[src/rtl/quad_alu_pkg.sv]
package quad_alu_pkg;
  typedef enum logic [2:0] {
    FN_NONE = 3'd0,
    FN_ADD  = 3'd1,
    FN_SUB  = 3'd2,
    FN_SHL  = 3'd3,
    FN_SHR  = 3'd4,
    FN_INC  = 3'd5
  } alu_fn_e;
endpackage

[src/rtl/quad_alu_decode.sv]
// Priority decode of the strobes: add > sub > shl > shr > increment.
module quad_alu_decode
  import quad_alu_pkg::*;
(
  input  logic    sel_add,
  input  logic    sel_sub,
  input  logic    sel_shl,
  input  logic    sel_shr,
  input  logic    inc_req,
  output alu_fn_e fn
);
  always_comb begin
    if (sel_add)      fn = FN_ADD;
    else if (sel_sub) fn = FN_SUB;
    else if (sel_shl) fn = FN_SHL;
    else if (sel_shr) fn = FN_SHR;
    else if (inc_req) fn = FN_INC;
    else              fn = FN_NONE;
  end
endmodule

[src/rtl/quad_alu_cla.sv]
// Carry look-ahead adder: every carry is a flat sum of products of
// generate/propagate terms and the carry-in.
module quad_alu_cla #(
  parameter int WIDTH = 8
) (
  input  logic [WIDTH-1:0] x,
  input  logic [WIDTH-1:0] y,
  input  logic             cin,
  output logic [WIDTH-1:0] sum,
  output logic             cout
);
  logic [WIDTH-1:0] gen;
  logic [WIDTH-1:0] prop;
  logic [WIDTH:0]   carry;

  assign gen      = x & y;
  assign prop     = x ^ y;
  assign carry[0] = cin;

  for (genvar i = 0; i < WIDTH; i++) begin : g_carry
    always_comb begin
      logic acc;
      logic term;
      acc  = 1'b0;
      for (int j = 0; j <= i; j++) begin
        term = gen[j];
        for (int k = j + 1; k <= i; k++) term = term & prop[k];
        acc = acc | term;
      end
      term = cin;
      for (int k = 0; k <= i; k++) term = term & prop[k];
      carry[i+1] = acc | term;
    end
  end

  assign sum  = prop ^ carry[WIDTH-1:0];
  assign cout = carry[WIDTH];
endmodule

[src/rtl/quad_alu_shift.sv]
// One-place shifts: logical toward MSB, arithmetic toward LSB.
module quad_alu_shift #(
  parameter int WIDTH = 8
) (
  input  logic [WIDTH-1:0] src,
  output logic [WIDTH-1:0] up,
  output logic [WIDTH-1:0] down
);
  assign up   = {src[WIDTH-2:0], 1'b0};
  assign down = {src[WIDTH-1], src[WIDTH-1:1]};
endmodule

[src/rtl/quad_alu.sv]
module quad_alu
  import quad_alu_pkg::*;
#(
  parameter int WIDTH = 8
) (
  input  logic [WIDTH-1:0] op_a,
  input  logic [WIDTH-1:0] op_b,
  input  logic             sel_add,
  input  logic             sel_sub,
  input  logic             sel_shl,
  input  logic             sel_shr,
  input  logic             inc_req,
  output logic [WIDTH-1:0] result,
  output logic             carry_out,
  output logic             zero
);
  localparam logic [WIDTH-1:0] ALL_ZERO = '0;

  alu_fn_e          fn;
  logic [WIDTH-1:0] addend;
  logic             carry_in;
  logic [WIDTH-1:0] sum;
  logic             sum_cout;
  logic [WIDTH-1:0] sh_up;
  logic [WIDTH-1:0] sh_down;

  quad_alu_decode u_decode (
    .sel_add (sel_add),
    .sel_sub (sel_sub),
    .sel_shl (sel_shl),
    .sel_shr (sel_shr),
    .inc_req (inc_req),
    .fn      (fn)
  );

  // Adder operand steering: subtract inverts B, increment zeroes it;
  // both force the bit-0 carry high.
  always_comb begin
    unique case (fn)
      FN_SUB:  addend = ~op_b;
      FN_INC:  addend = ALL_ZERO;
      default: addend = op_b;
    endcase
    carry_in = (fn == FN_SUB) || (fn == FN_INC);
  end

  quad_alu_cla #(.WIDTH(WIDTH)) u_cla (
    .x    (op_a),
    .y    (addend),
    .cin  (carry_in),
    .sum  (sum),
    .cout (sum_cout)
  );

  quad_alu_shift #(.WIDTH(WIDTH)) u_shift (
    .src  (op_a),
    .up   (sh_up),
    .down (sh_down)
  );

  // Output multiplexer
  always_comb begin
    result    = ALL_ZERO;
    carry_out = 1'b0;
    unique case (fn)
      FN_ADD, FN_SUB, FN_INC: begin
        result    = sum;
        carry_out = sum_cout;
      end
      FN_SHL:  result = sh_up;
      FN_SHR:  result = sh_down;
      default: result = ALL_ZERO;
    endcase
  end

  assign zero = (result == ALL_ZERO);
endmodule

[config.mk]
export PLATFORM = sky130hd
export DESIGN_NAME = quad_alu
export DESIGN_NICKNAME = d
export VERILOG_FILES = /design/src/rtl/quad_alu_pkg.sv /design/src/rtl/quad_alu_decode.sv /design/src/rtl/quad_alu_cla.sv /design/src/rtl/quad_alu_shift.sv /design/src/rtl/quad_alu.sv
export SDC_FILE = /design/constraint.sdc
export NUM_CORES = 1
export LEC_CHECK = 0
export ABC_AREA = 1
export BUFFER_PORTS_ARGS = -buffer_cell sky130_fd_sc_hd__buf_2
export CAP_MARGIN = 5
export CORE_MARGIN = 10
export CORE_UTILIZATION = 55
export DETAILED_ROUTE_END_ITERATION = 8
export PLACE_DENSITY = 0.92
export RECOVER_POWER = 50
export SLEW_MARGIN = 20
export SYNTH_ARGS = -nofsm -noshare
export SYNTH_HDL_FRONTEND = slang
export SYNTH_SLANG_ARGS = --single-unit
[constraint.sdc]
create_clock -name vclk -period 7.18
set_input_delay 0.718 -clock vclk [all_inputs]
set_output_delay 0.718 -clock vclk [all_outputs]
set_load 0.03 [all_outputs]
**Word level (Yosys, flattened, before mapping)**

Cells that the tools add are included.

- Register bits after elaboration: 0
- Input port bits: 21
- Output and inout port bits: 10
- Logic and storage cells: 92

- Equal/unequal tests: 5
- Mux-type cells: 8
- Bitwise gates (word level): 76
- Reductions and logical operators: 3

Operator list:

| operator | number |
|---|---|
| $and A1 B1 Y1 | 36 |
| $or A1 B1 Y1 | 36 |
| $pmux W8 S3 | 1 |
| $pmux W8 S2 | 1 |
| $xor A8 B8 Y8 | 2 |
| $mux W3 | 5 |
| $and A8 B8 Y8 | 1 |
| $logic_not A8 Y1 | 1 |
| $not A8 Y8 | 1 |
| $eq A3 B2 Y1 const B | 2 |
| $eq A3 B3 Y1 const B | 2 |
| $eq A3 B1 Y1 const B | 1 |
| $reduce_or A3 Y1 | 1 |
| $logic_or A1 B1 Y1 | 1 |
| $mux W1 | 1 |

**Longest topological paths before layout**

- Depth after elaboration: 24
- Depth in mapped cells: 27
- Mapped depth without buffers: 27

**Hierarchy**

From an unflattened synthesis, not the netlist that was laid out.

- Cell total of the unflattened synthesis: 186
- Area, all modules: 1058.5 um^2

Modules (own cells, without submodules):

| module | instances | cells an instance | area an instance (um^2) | seq. area each (um^2) |
|---|---|---|---|---|
| quad_alu_cla | 1 | 74 | 478.0 | 0.0 |
| quad_alu | 1 | 83 | 409.1 | 0.0 |
| quad_alu_shift | 1 | 17 | 123.9 | 0.0 |
| quad_alu_decode | 1 | 12 | 47.5 | 0.0 |

**Least setup slack after synthesis**

OpenSTA, ideal clock, no wires.

- Kind: input-to-output
- Start: input sel_add
- End: output zero
- Arrival: 3094 ps
- Required time: 6462 ps
- Slack: 3368 ps
- Cell stages on the path: 24
- Buffers on the path: 0
- Cell sequence: inv_2 > nand2_1 > nor2_1 > nand2_4 > nand2_1 > inv_2 > nand2_1 > o21a_1 > inv_1 > ha_1 > ha_1 > nand3_2 > nand2_1 > inv_1 > nand2_2 > nand3_2 > nand2_2 > nand2_2 > nand2_2 > nand2_2 > nand3_1 > nand3_2 > nand2_2 > nor2_2

- Word-level cells in the longest chain between the ends: 20
- Elaborated cells between the ends (all ways): 70
- Those cells by class: eq/ne (5); mux (3); bitwise (59); reduce/logical (3)

RTL lines:

| element | line | source |
|---|---|---|
| from (decl) | quad_alu.sv:8 | `input logic sel_add,` |
| $mux W3 * | quad_alu_decode.sv:13 | `if (sel_add) fn = FN_ADD;` |
| $eq A3 B3 Y1 or $eq A3 B2 Y1 (tied branches) | quad_alu.sv:39, quad_alu.sv:44, quad_alu.sv:65 |  |
| $pmux W8 S2 | quad_alu.sv:39 | `unique case (fn)` |
| $and A8 B8 Y8 or $xor A8 B8 Y8 (tied branches) | quad_alu_cla.sv:16, quad_alu_cla.sv:17 |  |
| $and A1 B1 Y1 (6 in a row) | quad_alu_cla.sv:27 | `for (int k = j + 1; k <= i; k++) term = term & prop[k];` |
| $or A1 B1 Y1 (6 in a row) | quad_alu_cla.sv:28 | `acc = acc \| term;` |
| $or A1 B1 Y1 | quad_alu_cla.sv:32 | `carry[i+1] = acc \| term;` |
| $xor A8 B8 Y8 | quad_alu_cla.sv:36 | `assign sum = prop ^ carry[WIDTH-1:0];` |
| $pmux W8 S3 * | quad_alu.sv:65 | `unique case (fn)` |
| named net result[7] | quad_alu.sv:13 | `output logic [WIDTH-1:0] result,` |
| $logic_not A8 Y1 * | quad_alu.sv:76 | `assign zero = (result == ALL_ZERO);` |
| to (decl) | quad_alu.sv:15 | `output logic zero` |

Mark *: on every way through the listed nets, which the timed path passes. The rest lies on a longest branch.

**Worst setup path after layout**

- Start: input sel_add
- End: output zero

- Word-level cells in the longest chain between the ends: 20
- Elaborated cells between the ends (all ways): 70
- Those cells by class: eq/ne (5); mux (3); bitwise (59); reduce/logical (3)

RTL lines:

| element | line |
|---|---|
| $mux W3 * | quad_alu_decode.sv:13 |
| $eq A3 B3 Y1 or $eq A3 B2 Y1 (tied branches) | quad_alu.sv:39, quad_alu.sv:44, quad_alu.sv:65 |
| $pmux W8 S2 | quad_alu.sv:39 |
| $and A8 B8 Y8 or $xor A8 B8 Y8 (tied branches) | quad_alu_cla.sv:16, quad_alu_cla.sv:17 |
| $and A1 B1 Y1 (6 in a row) | quad_alu_cla.sv:27 |
| $or A1 B1 Y1 (6 in a row) | quad_alu_cla.sv:28 |
| $or A1 B1 Y1 | quad_alu_cla.sv:32 |
| $xor A8 B8 Y8 | quad_alu_cla.sv:36 |
| $pmux W8 S3 * | quad_alu.sv:65 |
| $logic_not A8 Y1 * | quad_alu.sv:76 |

Every way passes the cells marked *; elsewhere a longest branch is shown, timed or not.

==> results.cfg <==
[grt]
globalRouteOverflowTotal = 0
grt.total_usage_pct = 12.6
antenna_found_initial = 0
grt_pass1_wl_um = 3760
grt_max_degree = 11
grt_pass1_vias = 967

[min_path]
min_delay_path_depth = 4
hold_end = result[7]
hold_path_class = in -> out
hp-start = op_a[6]

[cells_and_area]
register_area_um2 = 0
nFillCells = 124
syn_to_final_growth_pct = 22.0
design.seq.count = 0
n_antenna_cell = 0
nClkBuffers = 0
final_cell_mix = nand2_1, buf_2, inv_1, nand2_2, nor2_1
drive_gt1_share_pct = 33.7
nets = 196
final_common_cell = nand2_1

[pwr]
ir_drop_uv = 61.4
p_leak_nw = 0.577
power_density_mw_per_mm2 = 109

[cts]
cts-hold-fix-buffers = 0
cts-resized-gates = 0
cts_setup_buffers = 0

[timing]
finalSetupViolations = 0
timing.slew.headroom_pct = 71.4
timing.final.hold_violations = 0
finalSetupTns_ps = 0
worstMarginPinSlew_ps = 427
fin_crit_ps = 4210
max_freq_mhz = 237
holdWs_ps = 1880
rsz0062_at_grt = false
slew_violations = 0
final.period_utilization_pct = 58.7
fin_ws_ps = 2970

[placed_design]
pre_cts_ws_ps = 3070
post-dp-hpwl_um = 1920
numPortBuffers = 31
place.gp.congestion = 0.814

[floorplanning]
core_region_area_mm2 = 0.00130
die_h_um = 57.4
die_x_um = 57.4
start_util_pct = 59.0
fp-row-count = 13
pin_count = 31
die_area_mm2 = 0.00329

[synth]
post_synth_num_cell_types = 23
synthTopCellsByArea = ha_1, nand2_1, inv_1
synth_top_area_cell = ha_1
ys_warn_count = 0
ys_seq_area_share_pct = 0
syn-cell-area_um2 = 768
syn_nets = 163
synth.top_cell.area_share_pct = 14.7
synth_area_per_cell_um2 = 5.82
synthCells = 132

[worst_setup_path]
worst_ep_required_time_ps = 6460
path_max_fanout = 9
worst_ep_arrival_time_ps = 3490
crit_path_start_kind = input pin
cpMostUsedCell = nand2_1
slowest_delay_ps = 270
cpMaxStageDelayCell = ha_1
cp-end-kind = output port
worstSetupPathType = in -> out

[drt]
drtIter0Drc = 35
wl_per_cell_um = 12.0
ant_nets = 0
drc = 0
route.vias.total = 946
dr.pass1.iters = 4
finalWirelength_um = 2130
vias_per_cell = 5.31

[run]
maxCapViolCount = 0

[status]
status = finished clean
## synthesized netlist by cell type
master and count:
nand2_1 29, inv_1 21, nand2_2 12, nor2_1 11, ha_1 9, o21ai_0 9
nand3_1 7, inv_2 6, a21oi_1 4, nand3_2 4, a22oi_1 3, nand3b_1 3
nand2_4 2, nand3_4 2, nor2_2 2, and2_1 1, fa_1 1, nand4_1 1
nor3_2 1, o21a_1 1, or2_1 1, xnor2_1 1, xor2_1 1
## logic make-up (layout without fill, tap and decap cells)
group	after synthesis	count (layout)	synth area share, %
compound gates	17	17	12.4
simple gates	76	76	54.9
fa+ha+maj	10	10	17.3
xor+xnor	2	2	2.28
buf+inv	27	58	13.2
## cell type report
cell class,instances,area (um^2),share of cell area (%)
multi-input combinational,105,667,71.2
timing repair buffer,31,150,16.0
inverter,27,101,10.8
tap,15,18.8,2.00
## through the flow
stage,total power [W],cell area [um^2],cells,utilization (%)
after global placement,0.0000993,942,178,72.4
after CTS,0.000104,942,178,72.4
final,0.000102,937,178,72.0
after global routing,0.000113,937,178,72.0
after floorplan,0.0000752,768,132,-
after detailed placement,0.000103,942,178,72.4
## worst max-delay path by stage
stage                     slack, ps  endpoint  cells after the start     from
after floorplan                3370      zero                     24  sel_add
after global placement         3180      zero                     21  sel_add
after detailed placement       3070      zero                     25  sel_add
after CTS                      3070      zero                     25  sel_add
after global routing           2630      zero                     25  sel_sub
final                          2970      zero                     25  sel_add
## routing by layer
| metal | vias to the layer above | GRT usage, % | wire (um) |
|---|---|---|---|
| met4 | 0 | 1.01 | 0 |
| met5 | - | 0 | 0 |
| met2 | 40 | 25.3 | 1150 |
| li1 | 483 | - | - |
| met3 | 0 | 1.33 | 127 |
| met1 | 423 | 13.8 | 858 |
## worst max-delay path, delay by kind of cell
family	cells	cell delay, ps
AND/OR/NAND/NOR	16	1490
buffers and inverters	6	670
adder cells (fa/ha/maj)	2	450
AO/OA/AOI/OAI	1	150
## power breakdown
group	internal [W]	switching (W)
clock network	0	0
registers	0	0
logic	0.0000347	0.0000677
Note: power is estimated with default switching activity, not from simulation.
